### config.mk
export PLATFORM = sky130hd
export DESIGN_NAME = dring_exec
export DESIGN_NICKNAME = d
export VERILOG_FILES = /design/src/rtl/dring_pkg.sv /design/src/rtl/dring_headreg.sv /design/src/rtl/dring_engine.sv /design/src/rtl/dring_exec.sv
export SDC_FILE = /design/constraint.sdc
export NUM_CORES = 1
export LEC_CHECK = 0
export ABC_AREA = 1
export CORE_AREA = 2 2 158 160
export CTS_BUF_LIST = sky130_fd_sc_hd__clkbuf_16
export DETAILED_ROUTE_END_ITERATION = 7
export DIE_AREA = 0 0 160 162
export GPL_TIMING_DRIVEN = 0
export PLACE_DENSITY = 0.81
export SKIP_CTS_REPAIR_TIMING = 1
export SLEW_MARGIN = 20
export SYNTH_ARGS = -nofsm -noshare
export SYNTH_HDL_FRONTEND = slang
export SYNTH_SLANG_ARGS = --single-unit
### constraint.sdc
create_clock -name clk -period 9.5 [get_ports clk]
set_input_delay 1.9 -clock clk [delete_from_list [all_inputs] [get_ports clk]]
set_output_delay 1.9 -clock clk [all_outputs]
set_load 0.02 [all_outputs]
### src/rtl/dring_pkg.sv
package dring_pkg;

  typedef enum logic [2:0] {
    S_IDLE, S_RD0, S_RD1, S_DEC, S_CP_RD, S_CP_WR, S_ST_WR, S_DONE
  } eng_state_e;

  localparam logic [3:0] KIND_COPY = 4'd1;
  localparam logic [3:0] KIND_STAT = 4'd2;
  localparam int TYPE_LSB = 60;
  localparam int INTR_BIT = 59;
  localparam int LEN_LSB  = 46;
  localparam int LEN_W    = 64 - LEN_LSB;
  localparam int CNT_W    = LEN_W + 3;

  // next ring index, modulo size
  function automatic int unsigned ring_next(int unsigned idx, int unsigned size);
    return (idx + 1 >= size) ? 0 : idx + 1;
  endfunction

  // 64-byte units to 8-byte words
  function automatic logic [CNT_W-1:0] unit_to_words(logic [LEN_W-1:0] units);
    return {units, 3'b000};
  endfunction

endpackage

### src/rtl/dring_headreg.sv
module dring_headreg #(
  parameter int IDX_W = 7
) (
  input  logic             clk,
  input  logic             rst_n,
  input  logic             head_wr,
  input  logic [IDX_W-1:0] head_val,
  output logic [IDX_W-1:0] head,
  output logic             ovw
);

  always_ff @(posedge clk) begin
    if (!rst_n)       head <= '0;
    else if (head_wr) head <= head_val;
  end

  // rewriting the same head implies a full-ring overwrite
  assign ovw = head_wr && (head_val == head);

endmodule

### src/rtl/dring_engine.sv
module dring_engine
  import dring_pkg::*;
#(
  parameter int RING  = 128,
  parameter int AW    = 32,
  parameter int IDX_W = 7
) (
  input  logic             clk,
  input  logic             rst_n,
  input  logic             enable,
  input  logic             err,
  input  logic [AW-1:0]    ring_base,
  input  logic [IDX_W-1:0] head,
  output logic [IDX_W-1:0] tail,
  output logic             bad_type,
  output logic             desc_done,
  output logic             irq,
  output logic             mem_req,
  output logic             mem_we,
  output logic [AW-1:0]    mem_addr,
  output logic [63:0]      mem_wdata,
  input  logic             mem_ack,
  input  logic [63:0]      mem_rdata
);

  eng_state_e       state;
  logic [63:0]      qw0, qw1, dbuf;
  logic [CNT_W-1:0] widx, nwords;
  logic [3:0]       kind;
  logic [AW-1:0]    slot_addr, word_off;
  logic             unused_fields;

  assign kind          = qw1[63:TYPE_LSB];
  assign nwords        = unit_to_words(qw0[63:LEN_LSB]);
  assign slot_addr     = ring_base + (AW'(tail) << 4);
  assign word_off      = AW'(widx) << 3;
  assign bad_type      = (state == S_DEC) && (kind != KIND_COPY) && (kind != KIND_STAT);
  assign desc_done     = (state == S_DONE);
  assign unused_fields = ^{qw0[LEN_LSB-1:0], qw1[INTR_BIT:0]};

  always_ff @(posedge clk) begin
    if (!rst_n) begin
      state <= S_IDLE;
      tail  <= '0;
      qw0   <= '0;
      qw1   <= '0;
      dbuf  <= '0;
      widx  <= '0;
      irq   <= 1'b0;
    end else begin
      irq <= 1'b0;
      case (state)
        S_IDLE:  if (enable && !err && (tail != head)) state <= S_RD0;
        S_RD0:   if (mem_ack) begin qw0 <= mem_rdata; state <= S_RD1; end
        S_RD1:   if (mem_ack) begin qw1 <= mem_rdata; state <= S_DEC; end
        S_DEC: begin
          widx <= '0;
          case (kind)
            KIND_COPY: state <= (nwords == '0) ? S_DONE : S_CP_RD;
            KIND_STAT: state <= S_ST_WR;
            default:   state <= S_IDLE;
          endcase
        end
        S_CP_RD: if (mem_ack) begin dbuf <= mem_rdata; state <= S_CP_WR; end
        S_CP_WR: if (mem_ack) begin
          if (widx + 1'b1 == nwords) state <= S_DONE;
          else begin
            widx  <= widx + 1'b1;
            state <= S_CP_RD;
          end
        end
        S_ST_WR: if (mem_ack) state <= S_DONE;
        S_DONE: begin
          tail  <= IDX_W'(ring_next(32'(tail), RING));
          irq   <= (kind == KIND_STAT) && qw1[INTR_BIT];
          state <= S_IDLE;
        end
        default: state <= S_IDLE;
      endcase
    end
  end

  always_comb begin
    mem_req   = 1'b0;
    mem_we    = 1'b0;
    mem_addr  = '0;
    mem_wdata = '0;
    case (state)
      S_RD0:   begin mem_req = 1'b1; mem_addr = slot_addr; end
      S_RD1:   begin mem_req = 1'b1; mem_addr = slot_addr + AW'(8); end
      S_CP_RD: begin mem_req = 1'b1; mem_addr = qw0[AW-1:0] + word_off; end
      S_CP_WR: begin
        mem_req = 1'b1; mem_we = 1'b1;
        mem_addr = qw1[AW-1:0] + word_off; mem_wdata = dbuf;
      end
      S_ST_WR: begin
        mem_req = 1'b1; mem_we = 1'b1;
        mem_addr = qw1[AW-1:0]; mem_wdata = qw0;
      end
      default: ;
    endcase
  end

  AST_REQ_HOLD: assert property (@(posedge clk) disable iff (!rst_n)
    mem_req && !mem_ack |=> mem_req && $stable(mem_addr) && $stable(mem_we));
  AST_HALT_ON_ERR: assert property (@(posedge clk) disable iff (!rst_n)
    (state == S_IDLE) && err |=> (state == S_IDLE));
  AST_TAIL_HOLD: assert property (@(posedge clk) disable iff (!rst_n)
    !desc_done |=> $stable(tail));
  AST_BAD_NO_WRITE: assert property (@(posedge clk) disable iff (!rst_n)
    bad_type |=> !mem_req);
  AST_IRQ_AFTER_DONE: assert property (@(posedge clk) disable iff (!rst_n)
    irq |-> $past(desc_done));

endmodule

### src/rtl/dring_exec.sv
module dring_exec
  import dring_pkg::*;
#(
  parameter  int RING  = 128,
  parameter  int AW    = 32,
  localparam int IDX_W = $clog2(RING)
) (
  input  logic             clk,
  input  logic             rst_n,
  input  logic             enable,
  input  logic [AW-1:0]    ring_base,
  input  logic             head_wr,
  input  logic [IDX_W-1:0] head_val,
  output logic [IDX_W-1:0] tail_idx,
  output logic             err,
  output logic             irq,
  output logic             mem_req,
  output logic             mem_we,
  output logic [AW-1:0]    mem_addr,
  output logic [63:0]      mem_wdata,
  input  logic             mem_ack,
  input  logic [63:0]      mem_rdata
);

  logic [IDX_W-1:0] head;
  logic             ovw, bad_type, desc_done;

  dring_headreg #(.IDX_W(IDX_W)) u_head (
    .clk(clk), .rst_n(rst_n), .head_wr(head_wr), .head_val(head_val),
    .head(head), .ovw(ovw)
  );

  dring_engine #(.RING(RING), .AW(AW), .IDX_W(IDX_W)) u_eng (
    .clk(clk), .rst_n(rst_n), .enable(enable), .err(err),
    .ring_base(ring_base), .head(head), .tail(tail_idx),
    .bad_type(bad_type), .desc_done(desc_done), .irq(irq),
    .mem_req(mem_req), .mem_we(mem_we), .mem_addr(mem_addr),
    .mem_wdata(mem_wdata), .mem_ack(mem_ack), .mem_rdata(mem_rdata)
  );

  // sticky error; disabling the channel clears it
  always_ff @(posedge clk) begin
    if (!rst_n)                err <= 1'b0;
    else if (!enable)          err <= 1'b0;
    else if (ovw || bad_type)  err <= 1'b1;
  end

  AST_OVW_FLAG: assert property (@(posedge clk) disable iff (!rst_n)
    ovw && enable |=> err);
  AST_BAD_FLAG: assert property (@(posedge clk) disable iff (!rst_n)
    bad_type && enable |=> err);

endmodule

==> summary.txt <==
Clock tree
  – Later-pin clock latency in the skew report: 0.52 ns
  – Cts bufs inserted: 22
  – Clk pin slew, worst setup/hold paths: 0.06 ns
  – CTS Buffer Depth: 3
  – TritonCTS sink count: 205
  – Root buf cell: clkbuf_16
  – H-Tree Depth: 1
  – CTS tree: yes

Logic synthesis
  – Post-synth EDFFs: 0
  – Synth unique cells: 46
  – #FFs+latches synth: 205
  – XOR/XNOR share of the synthesized area: 0.0224
  – Main combinational cell family by area after synthesis: simple AND/OR/NAND/NOR gates
  – Syn_nets: 2252
  – YS warnings: 0
  – Top FF cell, synth: dfxtp_1
  – Seq/Total Area, Yosys: 0.311
  – Synth Area in Compound Gates: 0.236
  – Synthesized area: 13200 sq um
  – Ys async rst share: 0
  – Mapped Cells: 2110
  – Adder-cell area share of the yosys netlist: 0.0334
  – Post-Syn Area per Cell: 6.25 sq um
  – Multiplexer share of the synthesized area: 0
  – Simple logic cell fraction of the synthesized area: 0.292

Power and ir drop
  – Clock share of power: 0.320
  – Design internal power: 0.00165 W
  – Power Total: 0.00253 W
  – PD cells: 154 nW/um^2
  – Combinational fraction of design power: 0.288
  – Maximum vdd ir drop: 136 uV
  – Leak: 6.20 nW
  – Net switching power: 0.000881 W
  – Flop pwr share: 0.392
  – Switch share: 0.348

Setup path
  – CP startpoint kind: flip-flop
  – Crit-path max cell delay: around 0.60 ns
  – Max Fanout on Critical Path: 10
  – Data arrival, critical path: 6.26 ns
  – Crit path cell chain: inv_2 -> nand2_1 -> nor2_2 -> buf_2 -> buf_1 -> clkbuf_1 -> o21ai_0 -> ha_1 -> fa_1 -> nand2_1 -> nand2_1 -> o21ai_0 -> o21ai_0 -> nand2_1 -> nand2_1 -> a21oi_1 -> o21ai_0 -> or2_2 -> nand2_1 -> nor2_1 -> nor2_1 -> nand2_1 -> clkdlybuf4s50_1
  – CP max stage cell: buf_1
  – R2r setup slk: 6.28 ns
  – CP bufs+invs: 5
  – Top cell by count, worst path: nand2_1
  – Worst setup EP type: output pin
  – Critical setup path kind: reg2out
  – WP data required: 7.60 ns
  – Kind of cell adding the most delay to the critical path: buffers and inverters

GRT
  – Initial antenna violation count: 0
  – First-pass GRT wire length: 79800 um
  – Vias in the first global route: 14682
  – Total GRT Usage: 0.391
  – Pin count of the biggest net entering global routing: 14
  – Global route overflow: 0

Timing
  – Fin crit period: between 8 and 9 ns
  – RSZ-0062 raised after global routing: false
  – Period utilization: 0.859
  – F_max: 123 MHz
  – Slew @ Worst Pin: 1.09 ns
  – Max_slew headroom: 0.271
  – # setup viols final: 0
  – Setup TNS after final layout: 0 ns
  – Hold Fails Final Rpt: 0
  – Final Max Tran Viols: 0
  – Skew final: 0.0179 ns

Floorplanning
  – Initial core utilization: 0.547
  – Die area: 25900 sq um
  – Die Wd: 160 um
  – Cell Rows: 57
  – Ports: 215
  – Die Span Y: 162 um
  – Core area: 24100 sq um

Final layout
  – Layout cells sized above 1: 0.0301
  – Final core utilization: 0.679
  – Finished Layout Cells: 2684
  – Ant. Diodes: 0
  – Nets: around 2500
  – Layout overhead on the synthesized area: 24.2%

Drt
  – Via/cell ratio: 6.00
  – Number of detailed-routing iterations run before antenna repair: 7
  – Iter 0 DRT Violations: 2039
  – Per-cell routed wire length: 19.8 um
  – Via count: between 15000 and 20000
  – Antenna viol nets, final: 0
  – DRT Wirelength: 53300 um
  – DRC: 0

Place
  – Dpl hpwl: about 41000 um
  – Final RePlAce weighted congestion: between 1 and 1.5
  – IO buf count: between 200 and 250
  – Placed cell count: 2646

Hold path
  – Hold Path Class: reg2reg

Job
  – Maxcap violations: 0

Run status
  – Status: finished, final reports clean
## per-stage QoR
| stage | setup slack, ns | hold WS, ns | area [sq um] |
|---|---|---|---|
| 4_1_cts | 1.58 | 0.448 | 16400 |
| 5_1_grt | 1.16 | 0.468 | 16400 |
| 2_1_floorplan | 3.41 | 0.424 | 13200 |
| 6_report | 1.34 | 0.448 | 16400 |
| 3_5_place_dp | 1.85 | 0.439 | 15700 |
| 3_3_place_gp | 1.89 | 0.434 | 15700 |
## worst paths after layout
path	start	end	depth (start not counted)
worst min-delay path	u_eng.dbuf[35]	u_eng.dbuf[35]	2
worst min register to register	u_eng.dbuf[35]	u_eng.dbuf[35]	2
worst max register to register	u_eng.widx[1]	u_eng.widx[6]	17
worst max-delay path	u_eng.state[1]	mem_addr[25]	23
## area by class of cell
class	count	area [sq um]
fill	2206	7740
clock buffer	22	551
timing repair buffer	212	2120
sequential	205	4100
multi-input combinational	1545	7700
clock inverter	16	106
inverter	258	968
buffer	102	405
tap	324	405
## flip-flops by register name, summed over array words and instances (netlist names)
register / count
u_eng.irq: 1
u_eng.qw1: 37
u_head.head: 7
u_eng.qw0: 64
u_eng.state: 3
u_eng.tail: 7
u_eng.widx: 21
u_eng.dbuf: 64
err: 1
## cell usage after synthesis (10+ instances only)
| master | number | area [sq um] |
|---|---|---|
| a21oi_1 | 235 | 1180 |
| buf_1 | 10 | 37.5 |
| clkbuf_1 | 86 | 323 |
| dfxtp_1 | 205 | 4100 |
| ha_1 | 32 | 400 |
| inv_1 | 255 | 957 |
| nand2_1 | 436 | 1640 |
| nand3_1 | 162 | 811 |
| nand3b_1 | 11 | 82.6 |
| nand4_1 | 30 | 188 |
| nor2_1 | 192 | 721 |
| nor3_1 | 19 | 95.1 |
| o2111ai_1 | 12 | 105 |
| o21ai_0 | 243 | 1220 |
| o22ai_1 | 63 | 394 |
| xnor2_1 | 10 | 87.6 |
| xor2_1 | 20 | 175 |
## tightest hold or removal path, delay by kind of cell, from the launching register on
family / cells / cell delay, ns
AO/OA/AOI/OAI: 1 / 0.05
buffers and inverters: 1 / 0.05
flip-flops: 1 / 0.30
## metal layers
metal / routed length (um) / GRT usage / up-vias
met3: 5930 / 0.0631 / 189
met2: 22900 / 0.624 / 1004
met5: 0 / 0 / -
met4: 3120 / 0.182 / 0
li1: - / - / 7488
met1: 21300 / 0.521 / 7411
## power by group through the flow
stage / Sequential (W) / Combinational [W] / Clock [W]
6_report: 0.000992 / 0.000728 / 0.000808
5_1_grt: 0.000996 / 0.000782 / 0.000831
4_1_cts: 0.000988 / 0.000712 / 0.000800
3_5_place_dp: 0.00101 / 0.000705 / 0
3_3_place_gp: 0.00100 / 0.000697 / 0
2_1_floorplan: 0.000986 / 0.000430 / 0
## kinds of logic after synthesis
group / after synthesis
AO/OA/AOI/OAI: 585
adder cells (fa/ha/maj): 34
buffers and inverters: 360
XOR/XNOR: 32
AND/OR/NAND/NOR: 894
flip-flops: 205
## cells in the final DEF, fill, tap and decap left out, types with 8 or more instances in the layout
master             n
o2111ai_1         12
clkbuf_1          86
ha_1              32
o21ai_0          243
dfxtp_1          205
nor2_1           192
nand2_1          436
inv_1            262
clkdlybuf4s50_1  212
nor3_1            19
o21ai_1            9
buf_1             10
xor2_1            20
a21oi_1          235
nand3_1          162
nand3b_1          11
nand4_1           30
xnor2_1           10
clkbuf_16         22
or2_2              8
o22ai_1           63
Power figures use the tool's default switching activity.
